File: config.mk
export PLATFORM = sky130hd
export DESIGN_NAME = hzd_unit
export DESIGN_NICKNAME = d
export VERILOG_FILES = /design/src/rtl/hzd_pkg.sv /design/src/rtl/hzd_tag_pipe.sv /design/src/rtl/hzd_detect.sv /design/src/rtl/hzd_unit.sv
export SDC_FILE = /design/constraint.sdc
export NUM_CORES = 1
export LEC_CHECK = 0
export ABC_AREA = 1
export BUFFER_PORTS_ARGS = -buffer_cell sky130_fd_sc_hd__buf_2
export CAP_MARGIN = 5
export CELL_PAD_IN_SITES_DETAIL_PLACEMENT = 0
export CELL_PAD_IN_SITES_GLOBAL_PLACEMENT = 1
export CORE_MARGIN = 4
export CORE_UTILIZATION = 42
export DETAILED_ROUTE_END_ITERATION = 7
export PLACE_DENSITY = 0.89
export SETUP_SLACK_MARGIN = 0.3
export SLEW_MARGIN = 10
export SYNTH_ARGS = -nofsm -noshare
export SYNTH_HDL_FRONTEND = slang
export SYNTH_HIERARCHICAL = 1
export SYNTH_SLANG_ARGS = --single-unit
File: constraint.sdc
create_clock -name clk -period 2 [get_ports clk]
set_input_delay 0.2 -clock clk [delete_from_list [all_inputs] [get_ports clk]]
set_output_delay 0.2 -clock clk [all_outputs]
set_load 0.01 [all_outputs]
File: src/rtl/hzd_pkg.sv
package hzd_pkg;

  // Operand source codes; the ALU input mux decodes these values.
  typedef enum logic [1:0] {
    FWD_REGFILE  = 2'b00,
    FWD_WBSTAGE  = 2'b01,
    FWD_MEMSTAGE = 2'b10
  } fwdSel_e;

  // Strobes from hazard control to the tag pipeline.
  typedef struct packed {
    logic holdFront;
    logic injectBubble;
  } hzdStrobe_t;

  localparam int NUM_OPERANDS = 2;

endpackage

File: src/rtl/hzd_tag_pipe.sv
module hzd_tag_pipe
  import hzd_pkg::*;
#(
  parameter int REG_ADDR_W = 5
) (
  input  logic                                   clk,
  input  logic                                   rstN,
  input  hzdStrobe_t                             strb,
  input  logic [NUM_OPERANDS-1:0][REG_ADDR_W-1:0] decSrc,
  input  logic [REG_ADDR_W-1:0]                  decDst,
  input  logic                                   decRegWrite,
  input  logic                                   decMemRead,
  output logic [NUM_OPERANDS-1:0][REG_ADDR_W-1:0] exSrc,
  output logic [REG_ADDR_W-1:0]                  exDst,
  output logic                                   exMemRead,
  output logic [REG_ADDR_W-1:0]                  memDst,
  output logic                                   memRegWrite,
  output logic [REG_ADDR_W-1:0]                  wbDst,
  output logic                                   wbRegWrite
);

  logic exRegWrite;
  logic squash;

  // A held decode slot must not also enter execute: both strobes squash.
  assign squash = strb.injectBubble | strb.holdFront;

  always_ff @(posedge clk or negedge rstN) begin
    if (!rstN) begin
      exSrc       <= '0;
      exDst       <= '0;
      exRegWrite  <= 1'b0;
      exMemRead   <= 1'b0;
      memDst      <= '0;
      memRegWrite <= 1'b0;
      wbDst       <= '0;
      wbRegWrite  <= 1'b0;
    end else begin
      if (squash) begin
        exSrc      <= '0;
        exDst      <= '0;
        exRegWrite <= 1'b0;
        exMemRead  <= 1'b0;
      end else begin
        exSrc      <= decSrc;
        exDst      <= decDst;
        exRegWrite <= decRegWrite;
        exMemRead  <= decMemRead;
      end
      memDst      <= exDst;
      memRegWrite <= exRegWrite;
      wbDst       <= memDst;
      wbRegWrite  <= memRegWrite;
    end
  end

endmodule

File: src/rtl/hzd_detect.sv
module hzd_detect
  import hzd_pkg::*;
#(
  parameter int REG_ADDR_W = 5
) (
  input  logic [NUM_OPERANDS-1:0][REG_ADDR_W-1:0] decSrc,
  input  logic [NUM_OPERANDS-1:0][REG_ADDR_W-1:0] exSrc,
  input  logic [REG_ADDR_W-1:0]                  exDst,
  input  logic                                   exMemRead,
  input  logic [REG_ADDR_W-1:0]                  memDst,
  input  logic                                   memRegWrite,
  input  logic [REG_ADDR_W-1:0]                  wbDst,
  input  logic                                   wbRegWrite,
  output logic [NUM_OPERANDS-1:0][1:0]           fwdSel,
  output hzdStrobe_t                             strb
);

  localparam logic [REG_ADDR_W-1:0] ZERO_REG = '0;

  logic memLive, wbLive, loadLive;
  logic [NUM_OPERANDS-1:0] useHit;

  assign memLive  = memRegWrite && (memDst != ZERO_REG);
  assign wbLive   = wbRegWrite  && (wbDst  != ZERO_REG);
  assign loadLive = exMemRead   && (exDst  != ZERO_REG);

  for (genvar g = 0; g < NUM_OPERANDS; g++) begin : g_operand
    logic memHit, wbHit;
    assign memHit    = memLive && (memDst == exSrc[g]);
    assign wbHit     = wbLive  && (wbDst  == exSrc[g]);
    assign useHit[g] = loadLive && (exDst == decSrc[g]);

    always_comb begin
      if (memHit)     fwdSel[g] = FWD_MEMSTAGE;
      else if (wbHit) fwdSel[g] = FWD_WBSTAGE;
      else            fwdSel[g] = FWD_REGFILE;
    end
  end

  always_comb begin
    strb.holdFront    = |useHit;
    strb.injectBubble = |useHit;
  end

endmodule

File: src/rtl/hzd_unit.sv
module hzd_unit
  import hzd_pkg::*;
#(
  parameter int REG_ADDR_W = 5
) (
  input  logic                  clk,
  input  logic                  rstN,
  input  logic [REG_ADDR_W-1:0] decRs,
  input  logic [REG_ADDR_W-1:0] decRt,
  input  logic [REG_ADDR_W-1:0] decDst,
  input  logic                  decRegWrite,
  input  logic                  decMemRead,
  output logic [1:0]            fwdSelA,
  output logic [1:0]            fwdSelB,
  output logic                  stall,
  output logic                  bubble,
  output logic [REG_ADDR_W-1:0] wbDst,
  output logic                  wbRegWrite
);

  logic [NUM_OPERANDS-1:0][REG_ADDR_W-1:0] decSrc, exSrc;
  logic [REG_ADDR_W-1:0] exDst, memDst;
  logic exMemRead, memRegWrite;
  logic [NUM_OPERANDS-1:0][1:0] fwdSel;
  hzdStrobe_t strb;

  assign decSrc[0] = decRs;
  assign decSrc[1] = decRt;

  hzd_tag_pipe #(.REG_ADDR_W(REG_ADDR_W)) u_pipe (
    .clk         (clk),
    .rstN        (rstN),
    .strb        (strb),
    .decSrc      (decSrc),
    .decDst      (decDst),
    .decRegWrite (decRegWrite),
    .decMemRead  (decMemRead),
    .exSrc       (exSrc),
    .exDst       (exDst),
    .exMemRead   (exMemRead),
    .memDst      (memDst),
    .memRegWrite (memRegWrite),
    .wbDst       (wbDst),
    .wbRegWrite  (wbRegWrite)
  );

  hzd_detect #(.REG_ADDR_W(REG_ADDR_W)) u_ctl (
    .decSrc      (decSrc),
    .exSrc       (exSrc),
    .exDst       (exDst),
    .exMemRead   (exMemRead),
    .memDst      (memDst),
    .memRegWrite (memRegWrite),
    .wbDst       (wbDst),
    .wbRegWrite  (wbRegWrite),
    .fwdSel      (fwdSel),
    .strb        (strb)
  );

  assign fwdSelA = fwdSel[0];
  assign fwdSelB = fwdSel[1];
  assign stall   = strb.holdFront;
  assign bubble  = strb.injectBubble;

endmodule

==> results.tsv, run 1 <==
metric	value	unit
grt total ovfl	0	
Synth area leader	dfrtp_1	
asr flop ratio synth	100	%
distinct cell type count after synthesis	14	
mux contribution to synthesized area	0	%
Top-Level Pins	31	
final net count	227	
clock sink count	29	
PortBufs	30	
status	complete, no violations	
critical path launch point type	register	
Area contributors post-synth	dfrtp_1 50%, xnor2_1 10%, nand2_1 9.6%, inv_1 7.7%, nor2_1 6.5%	
antenna violations before repair	0	
leakage	0.942	nW
Peak VDD IR	0.379	mV
Mapped Avg Cell Area	8.50	µm²
average vias per placed instance	4.17	
initial core utilization	43.6	%
final antenna-violating net count	0	
drt wl/cell	10.0	µm
Setup TNS	0	ns
Core Footprint	0.00334	mm²
clk_lat worst skew	0.32	ns
post-synthesis xor/xnor area fraction	13.3	%
Setup CP Type	register to output port	
post-synthesis sequential area ratio	49.9	%
most common cell in the netlist	nand2_1	
CP required	1.80	ns
Fmax	606	MHz
synthesized area	0.00145	mm²
first-pass GRT wire length	4180	µm
multi-input logic area	576	µm²
CP Capture Type	output port	
detailed-route wire length	2550	µm
Final min period	1.65	ns
largest net degree at the start of global routing	30	
worst slew pin tran	0.615	ns
Total GRT Usage	13.1	%
FF/Latch Area	727	µm²
Synth Area in Adders	0	%
dpl cells	243	
Post-synth top cells	37 x nand2_1, 30 x inv_1, 29 x dfrtp_1	
Die ar.	0.00447	mm²
PnR worst setup slack	0.349	ns
Synth Instances	171	
flops & latches, synth	29	
Hold Fails Final Rpt	0	
worst min path class	input port to register	
Post-synth EDFFs	0	
htree depth	2	
fillers	341	
Net Count, Synth	190	
Clock Skews	0.00825	ns
die height	66.8	µm
fin crit share	82.5	%
layout cells sized above 1	29.8	%
pwr dens	757	mW/mm²
Synth top area share	49.9	%
Setup WS pre-CTS	0.499	ns
routed vias	1059	
largest family of logic cells by synthesized area	simple AND/OR/NAND/NOR gates	
number of global-route vias before repair	1001	
Synth-to-Final Area Change	19.5	%
CTS root buf	clkbuf_4	
Synth Area in Simple Gates	25.1	%
Residual DRC	0	
Slew headroom	59.0	%
DP HPWL	1910	µm
first-pass iteration count of the detailed router	4	
Final Max Tran Viols	0	
CTS tree	built	
Arrival @ worst endpoint	1.45	ns
Setup-failing EPs final	0	
main flop type after synthesis	dfrtp_1	
GP Congestion	0.776	
die width	66.8	µm
Compound-Gate Fraction of Synth Area	0	%
initial DRC count	30	
Reg clk slew, reported paths	0.09	ns
fin cells	254	
Rows	21	
total power	1.31	mW
RSZ-0062 raised after global routing	yes	
n_diodes	0	
CTS max path bufs	2	
critical path peak fanout	4	
total CTS buffers	5	
maxcap violations	0	
Syn. warnings	6	
-- flip-flops by register name, indices dropped and copies added (netlist names) --
register	cells
u_pipe/exSrc	10
u_pipe/exDst	5
u_pipe/memDst	5
u_pipe/wbDst	5
u_pipe/exMemRead	1
u_pipe/exRegWrite	1
u_pipe/memRegWrite	1
u_pipe/wbRegWrite	1
-- cell usage in the layout (no fill, tap or decap), types with 6 or more instances in the layout --
cell	count
dfrtp_1	28
xnor2_1	15
nor2_2	10
inv_2	6
nand2_1	36
nand3_1	6
nor2_1	25
buf_2	28
inv_1	28
-- cells by family after synthesis --
| kind of cell | after synthesis |
|---|---|
| DFF | 29 |
| buffers and inverters | 38 |
| and+or+nand+nor | 82 |
| xor gates and xnor gates | 22 |
-- layer usage --
metal  up-vias  track usage (%)  wire length, µm
met5         -                0                0
met4         0             7.11               54
met3         7             5.06              169
met2        26             21.2             1220
met1       467             14.7             1110
li1        559                -                -
-- cell type report --
type | count | share of cell area, %
sequential | 29 | 41.8
multi-input combinational | 104 | 33.1
timing repair buffer | 34 | 11.2
inverter | 34 | 7.34
tap | 46 | 3.31
clock buffer | 7 | 3.17
-- path summary, 6_finish.rpt --
kind | start | end | cells past startpoint | slack (ns)
min in group asynchronous | rstN | u_pipe/exSrc[4]$_DFF_PN0_ | 2 | 0.41
worst max register to register | u_pipe/exDst[0]$_DFF_PN0_ | u_pipe/exMemRead$_DFF_PN0_ | 9 | 0.43
worst min register to register | u_pipe/exRegWrite$_DFF_PN0_ | u_pipe/memRegWrite$_DFF_PN0_ | 0 | 0.35
worst max-delay path | u_pipe/exDst[0]$_DFF_PN0_ | bubble | 6 | 0.35
worst min-delay path | decRegWrite | u_pipe/exRegWrite$_DFF_PN0_ | 3 | 0.07
max in group asynchronous | rstN | u_pipe/exDst[0]$_DFF_PN0_ | 2 | 1.14
-- where the power goes --
part / internal, mW / total (mW) / switching [mW]
clock network: 0.166 / 0.356 / 0.191
registers: 0.641 / 0.702 / 0.0613
logic: 0.125 / 0.256 / 0.132
-- stage by stage --
stage	hold slack (ns)	utilization (%)	instance area, µm²
after detailed placement	0.254	48.5	1620
after floorplan	-0.0956	-	1450
after CTS	0.0581	50.5	1690
after global placement	0.242	48.5	1620
after global routing	0.0714	52.1	1740
final	0.0732	52.1	1740
-- what timing repair did --
action / 4_1_cts / 5_1_grt
endpoints found under the hold margin: 29 / 0
setup buffers: 0 / 3
endpoints found under the setup margin: 2 / 4
hold buffers: 1 / 0
pin swaps: 1 / 5
gates resized for setup: 1 / 7
-- worst max-delay path, stage by stage (launching register included) --
cell     delay (ns)
dfrtp_2        0.46
xnor2_2        0.14
nand2_1        0.07
nor2_1         0.12
nand3_1        0.10
nand2_2        0.13
buf_6          0.12
Note: power is estimated with default switching activity, not from simulation.
==> run 2: changes to the inputs <==
--- a/config.mk
+++ b/config.mk
@@ -5,15 +5,15 @@
 export SDC_FILE = /design/constraint.sdc
 export NUM_CORES = 1
 export LEC_CHECK = 0
-export ABC_AREA = 1
+export ABC_AREA = 0
 export BUFFER_PORTS_ARGS = -buffer_cell sky130_fd_sc_hd__buf_2
 export CAP_MARGIN = 5
 export CELL_PAD_IN_SITES_DETAIL_PLACEMENT = 0
 export CELL_PAD_IN_SITES_GLOBAL_PLACEMENT = 1
 export CORE_MARGIN = 4
-export CORE_UTILIZATION = 42
+export CORE_UTILIZATION = 38
 export DETAILED_ROUTE_END_ITERATION = 7
-export PLACE_DENSITY = 0.89
+export PLACE_DENSITY = 0.81
 export SETUP_SLACK_MARGIN = 0.3
 export SLEW_MARGIN = 10
 export SYNTH_ARGS = -nofsm -noshare
==> constraint.sdc (replaced) <==
create_clock -name clk -period 1.51 [get_ports clk]
set_input_delay 0.151 -clock clk [delete_from_list [all_inputs] [get_ports clk]]
set_output_delay 0.151 -clock clk [all_outputs]
set_load 0.01 [all_outputs]
==> run 2 against run 1 <==
Compared with the run above:
- the run now ends with setup timing left
- worst hold slack better by 0.0017 ns
- clock skew down 0.0027 ns
- final cell count shrank 17%
- first-iteration DRC count shrank 33%
- via count decreased by 5.9%
- sequential share of layout area is 7.7 points lower
- setup slack worse by 0.87 ns
- flip-flop and latch count unchanged
- total power increased by 50%
- clock-buffer cell count is the same
- critical path depth fell by 2
- critical path type unchanged
==> results.tsv, run 2 <==
metric	value	unit	change
final antenna-violating net count	0		unchanged
Fmax	494	MHz	
final net count	183		-19%
asr flop ratio synth	100	%	unchanged
distinct cell type count after synthesis	17		+3
CP endpoint	fwdSelB[0]		
switching share of power	28.7	%	-0.44 points
Mapped Avg Cell Area	13.4	µm²	+58%
antenna violations before repair	0		unchanged
CP required	1.36	ns	-0.44 ns
pwr dens	926	mW/mm²	+22%
slowest CP cell	or4_4		
critical path peak fanout	4		unchanged
clock network fraction of total power	27.2	%	about the same
reg2reg path depth	7		-2
CTS max path bufs	2		unchanged
worst min path class	input port to register		
Residual DRC	0		unchanged
CTS root buf	clkbuf_4		
initial core utilization	40.1	%	-3.4 points
total power	1.97	mW	+50%
initial DRC count	20		-33%
Synth area leader	dfrtp_1		
leakage	0.965	nW	+2.5%
Post-synth top cells	29 x dfrtp_1, 20 x xor2_1, 10 x nor3b_2, 10 x xnor2_1, 7 x nor3b_1		
status	finished, violations left		
total CTS buffers	5		unchanged
main flop type after synthesis	dfrtp_1		
combinational fraction of design power	26.2	%	+6.7 points
Area contributors post-synth	dfrtp_1 53%, xor2_1 13%, nor3b_2 9.1%, xnor2_1 6.4%, nor3b_1 3.8%		
Psw	0.565	mW	+47%
die width	68.1	µm	+1.8%
PortBufs	30		unchanged
Total GRT Usage	15.6	%	+2.5 points
largest net degree at the start of global routing	30		unchanged
worst slew pin tran	0.633	ns	+0.0187 ns
flops & latches, synth	29		unchanged
n_diodes	0		unchanged
Synth top area share	52.9	%	+3.0 points
fin util	62.2	%	+10 points
first-pass GRT wire length	5040	µm	+20%
Setup crit start	u_pipe/wbDst[4]$_DFF_PN0_		
CP Capture Type	output port		
RSZ-0062 raised after global routing	yes		
Rows	21		unchanged
drt wl/cell	15.3	µm	+53%
Top-Level Pins	31		unchanged
Internal	1.40	mW	+51%
first-pass iteration count of the detailed router	4		unchanged
fin crit share	134	%	
Die ar.	0.00463	mm²	+3.7%
PnR worst setup slack	-0.516	ns	-0.865 ns
Syn. warnings	6		unchanged
failing checks	setup timing		
CP peak stage delay	0.53	ns	+0.07 ns
Setup-failing EPs final	23		+23
Final min period	2.03	ns	
flop2flop setup slack	-0.37	ns	-0.80 ns
Reg-to-Reg Start	u_pipe/exDst[1]$_DFF_PN0_		
Hold Fails Final Rpt	0		unchanged
sequential share of power	46.6	%	-6.8 points
cells along the critical path	xor2_1 > or4_4 > nor4_4 > buf_2		
average vias per placed instance	4.73		+13%
Clock Skews	0.00551	ns	-0.00274 ns
clock sink count	29		unchanged
Slew headroom	57.8	%	-1.2 points
Synth Instances	102		-40%
most common cell in the netlist	dfrtp_1		
Core Footprint	0.00342	mm²	+2.4%
Largest register FFs	10		unchanged
Largest Register	u_pipe/exSrc		
Net Count, Synth	121		-36%
post-synthesis sequential area ratio	52.9	%	+3.0 points
clk_lat worst skew	0.32	ns	about the same
CTS tree	built		
critical path launch point type	register		
Levels on crit path	4		-2
Final Max Tran Viols	0		unchanged
synthesized area	0.00137	mm²	-5.7%
Reg clk slew, reported paths	0.09	ns	about the same
Worst R2R End	u_pipe/exSrc[2]$_DFF_PN0_		
GP Congestion	0.780		+0.55%
htree depth	2		unchanged
layout cells sized above 1	61.8	%	+32 points
crit path buf inv count	1		unchanged
Setup CP Type	register to output port		
Arrival @ worst endpoint	1.88	ns	+0.43 ns
grt total ovfl	0		unchanged
Synth-to-Final Area Change	54.8	%	
commonest non-fill, non-tap cells in the layout	29 x dfrtp_1, 27 x buf_2, 20 x xor2_1		
routed vias	997		-5.9%
maxcap violations	0		unchanged
die height	68.1	µm	+1.8%
detailed-route wire length	3230	µm	+27%
leading cell type in the layout, fill and taps excluded	dfrtp_1		
Peak VDD IR	0.449	mV	+19%
number of global-route vias before repair	1041		+4.0%
Crit path max-delay family	simple AND/OR/NAND/NOR gates		
Post-synth EDFFs	0		unchanged
DP HPWL	2100	µm	+9.8%
==> run 2: changes by cell type after synthesis, moves of 7 or more <==
cell,delta
inv_1,-30
nand2_1,-37
nor2_1,-25
nor2_2,-10
nor3b_1,+7
nor3b_2,+10
xnor2_1,-7
xor2_1,+15
==> run 2: layout make-up <==
type	count	area (µm²)
Clock buffer	7	65.1
Clock inverter	1	5.00
Fill cell	289	1290
Multi-Input combinational cell	66	742
Sequential cell	29	726
Tap cell	46	57.6
Timing Repair Buffer	62	528
==> run 2: layer usage <==
layer  global-route usage (%)  routed length, µm  share of wire, %
met4                     5.21                 64               2.0
met1                     17.3               1230                38
met3                     5.91                189               5.8
met5                        0                  0                 0
met2                     27.3               1740                54
==> run 2: metrics by stage <==
stage / setup WS, ns / cells / TNS [ns] / hold slack (ns) / cell area, µm²
floorplan: -0.260 / 102 / -3.97 / -0.145 / 1410
global placement: -0.169 / 189 / -2.56 / 0.187 / 1700
detailed placement: -0.204 / 189 / -3.07 / 0.205 / 1700
CTS: -0.539 / 206 / -6.22 / 0.0678 / 2010
global route: -0.647 / 211 / -9.59 / 0.0650 / 2120
finish: -0.516 / 211 / -8.23 / 0.0750 / 2120
==> run 2: how the worst min path moves through the flow <==
| stage | from | to | slack, ns | cells after the start |
|---|---|---|---|---|
| 4_1_cts | decDst[0] | u_pipe/exDst[0]$_DFF_PN0_ | 0.07 | 2 |
| 6_report | decRegWrite | u_pipe/exRegWrite$_DFF_PN0_ | 0.07 | 2 |
| 3_5_place_dp | rstN | u_pipe/exDst[2]$_DFF_PN0_ | 0.20 | 1 |
| 3_3_place_gp | rstN | u_pipe/exDst[2]$_DFF_PN0_ | 0.19 | 1 |
| 2_1_floorplan | rstN | u_pipe/exDst[0]$_DFF_PN0_ | -0.14 | 0 |
| 5_1_grt | decRegWrite | u_pipe/exRegWrite$_DFF_PN0_ | 0.06 | 2 |
==> run 2: kinds of logic after synthesis <==
kind of cell | share of synthesized area [%]
buffers and inverters | 5.57
AND/OR/NAND/NOR | 20.6
AO/OA/AOI/OAI | 1.73
flip-flops | 52.9
XOR/XNOR | 19.2
==> run 2: repair_timing <==
item,CTS,global route
hold endpoints to repair,29,0
gates cloned,2,0
setup buffers,6,5
hold buffers,1,0
endpoints found under the setup margin,23,26
pin swaps,12,9
resized for setup,29,14
==> run 2: power by group through the flow <==
stage / clock [mW] / combinational, mW / sequential, mW
2_1_floorplan: 0 / 0.209 / 0.932
3_3_place_gp: 0 / 0.363 / 0.922
3_5_place_dp: 0 / 0.375 / 0.927
4_1_cts: 0.550 / 0.457 / 0.916
5_1_grt: 0.590 / 0.553 / 0.926
6_report: 0.535 / 0.514 / 0.917
==> run 3: changes to the inputs <==
--- a/config.mk
+++ b/config.mk
@@ -10,10 +10,9 @@
 export CAP_MARGIN = 5
 export CELL_PAD_IN_SITES_DETAIL_PLACEMENT = 0
 export CELL_PAD_IN_SITES_GLOBAL_PLACEMENT = 1
-export CORE_MARGIN = 4
 export CORE_UTILIZATION = 38
 export DETAILED_ROUTE_END_ITERATION = 7
-export PLACE_DENSITY = 0.81
+export PLACE_DENSITY_LB_ADDON = 0.1
 export SETUP_SLACK_MARGIN = 0.3
 export SLEW_MARGIN = 10
 export SYNTH_ARGS = -nofsm -noshare
==> run 3 against run 2 <==
Compared with the run above:
- the run still ends with setup timing left
- clock power is 1% higher
- utilization is 0.22 points lower
- clock-buffer cell count did not move
- sequential share of layout area up 0.39 points
- worst hold slack got worse by 0.0068 ns
- design area shrank 1.1%
- final cell count shrank 0.47%
- combinational power down 6.6%
- setup slack worse by 0.018 ns
- largest power group unchanged
==> results.tsv, run 3 (synthesis results as in run 2) <==
metric	value	unit	change
GP Congestion	0.825		+5.8%
Clock Skews	0.00662	ns	+0.00111 ns
routed vias	967		-3.0%
Top-Level Pins	31		unchanged
Setup-failing EPs final	23		unchanged
Peak VDD IR	0.562	mV	+25%
detailed-route wire length	2940	µm	-9.1%
CTS root buf	clkbuf_4		
Fmax	489	MHz	-0.90%
fin cells	210		-0.47%
Die ar.	0.00385	mm²	-17%
CP required	1.36	ns	about the same
fin util	61.9	%	-0.22 points
Final Max Tran Viols	0		unchanged
PnR worst setup slack	-0.535	ns	-0.0184 ns
die height	62.1	µm	-8.8%
cells along the critical path	xor2_1 > or4_4 > nor4_4 > buf_2		
grt total ovfl	0		unchanged
worst min path class	input port to register		
initial core utilization	40.5	%	+0.31 points
leading cell type in the layout, fill and taps excluded	dfrtp_1		
pwr dens	921	mW/mm²	-0.58%
CTS max path bufs	2		unchanged
final net count	182		-0.55%
Synth-to-Final Area Change	53.1	%	
dpl cells	188		-0.53%
layout cells sized above 1	58.5	%	-3.3 points
Hold Fails Final Rpt	0		unchanged
average vias per placed instance	4.60		-2.5%
RSZ-0062 raised after global routing	yes		
final antenna-violating net count	0		unchanged
Largest register FFs	10		unchanged
Setup CP Type	register to output port		
drt wl/cell	14.0	µm	-8.7%
fin crit share	135	%	+1.2 points
PortBufs	30		unchanged
Rows	21		unchanged
sequential share of power	47.2	%	+0.6 points
maxcap violations	0		unchanged
Largest Register	u_pipe/exSrc		
Core Footprint	0.00339	mm²	-0.77%
combinational fraction of design power	24.8	%	-1.4 points
first-pass iteration count of the detailed router	4		unchanged
slowest CP cell	or4_4		
Reg clk slew, reported paths	0.10	ns	about the same
crit path buf inv count	1		unchanged
CTS tree	built		
failing checks	setup timing		
worst slew pin tran	0.616	ns	-0.0171 ns
total power	1.93	mW	-1.7%
clock sink count	29		unchanged
DP HPWL	2130	µm	+1.8%
clk_lat worst skew	0.33	ns	about the same
die width	62.1	µm	-8.8%
critical path launch point type	register		
Arrival @ worst endpoint	1.89	ns	about the same
antenna violations before repair	0		unchanged
clock network fraction of total power	28.0	%	+0.8 points
first-pass GRT wire length	4620	µm	-8.4%
fillers	274		-5.2%
CP Capture Type	output port		
Total GRT Usage	18.2	%	+2.6 points
n_diodes	0		unchanged
CP peak stage delay	0.53	ns	about the same
largest net degree at the start of global routing	30		unchanged
htree depth	2		unchanged
number of global-route vias before repair	1010		-3.0%
switching share of power	28.3	%	-0.42 points
initial DRC count	9		-55%
critical path peak fanout	4		unchanged
leakage	0.949	nW	-1.7%
total CTS buffers	5		unchanged
Final min period	2.04	ns	+0.0184 ns
status	finished, violations left		
commonest non-fill, non-tap cells in the layout	29 x dfrtp_1, 27 x buf_2, 20 x xor2_1		
Psw	0.547	mW	-3.1%
Crit path max-delay family	simple AND/OR/NAND/NOR gates		
Residual DRC	0		unchanged
Internal	1.39	mW	-1.1%
Slew headroom	58.9	%	+1.1 points
## run 3: cell types whose count changed in the layout (fill, tap and decap cells not counted)
cell | previous run | this run
xnor2_2 | 3 | 1
nand3_2 | 2 | 0
xnor2_1 | 7 | 9
or4_1 | 1 | 2
buf_12 | 1 | 2
nor3b_2 | 15 | 13
o21ai_2 | 0 | 1
buf_8 | 4 | 1
nand3_1 | 2 | 4
nor3b_4 | 2 | 4
clkbuf_16 | 0 | 1
o21ai_4 | 2 | 1
or4_4 | 4 | 3
## run 3: final timing paths
check,slack (ns),from,cells after the start,endpoint
setup reg to reg,-0.33,u_pipe/exDst[2]$_DFF_PN0_,7,u_pipe/exDst[4]$_DFF_PN0_
setup / recovery,-0.53,u_pipe/wbDst[4]$_DFF_PN0_,4,fwdSelA[0]
hold reg to reg,0.35,u_pipe/exRegWrite$_DFF_PN0_,0,u_pipe/memRegWrite$_DFF_PN0_
hold / removal,0.07,decDst[0],2,u_pipe/exDst[0]$_DFF_PN0_
max in group asynchronous,0.73,rstN,2,u_pipe/wbRegWrite$_DFF_PN0_
min in group asynchronous,0.37,rstN,2,u_pipe/memDst[3]$_DFF_PN0_
## run 3: area by class of cell
cell class                 instances  area [µm²]  area share, %
clock inverter                     1        5.00          0.238
timing repair buffer              61         528           25.1
sequential                        29         726           34.6
tap                               46        57.6           2.74
multi-input combinational         66         718           34.2
clock buffer                       7        65.1           3.10
## run 3: through the flow
step / hold WS (ns) / setup slack (ns) / TNS [ns] / instance area [µm²]
after floorplan: -0.145 / -0.260 / -3.97 / 1410
after global placement: 0.199 / -0.239 / -2.90 / 1700
after detailed placement: 0.206 / -0.240 / -3.34 / 1700
after CTS: 0.0584 / -0.562 / -7.51 / 2030
after global routing: 0.0523 / -0.635 / -9.17 / 2100
final: 0.0682 / -0.535 / -7.72 / 2100
## run 3: power groups by stage
stage | registers (mW) | clock network [mW] | logic, mW
global route | 0.923 | 0.615 | 0.517
finish | 0.913 | 0.541 | 0.480
global placement | 0.925 | 0 | 0.370
detailed placement | 0.926 | 0 | 0.376
floorplan | 0.932 | 0 | 0.209
CTS | 0.913 | 0.565 | 0.456
## run 3: layer usage
metal,vias to the layer above,global-route usage (%),wire length (µm)
met2,26,33.1,1590
met4,0,7.62,53
met5,-,0,0
met3,5,6.83,157
li1,472,-,-
met1,464,18.6,1140
## run 3: worst reg2reg max path, stage by stage, from the launching register on
cell and delay, ns:
dfrtp_1 0.41, or4_1 0.54, o21ai_2 0.18, a21oi_4 0.07
buf_6 0.12, buf_6 0.12, buf_12 0.13, nor3b_4 0.19
## run 3: what timing repair did
item | 4_1_cts | 5_1_grt
cloned | 2 | 1
hold buffers | 1 | 0
pin swaps | 14 | 6
resized for setup | 26 | 8
setup buffers | 9 | 1
setup endpoints to repair | 23 | 25
hold endpoints to repair | 29 | 0
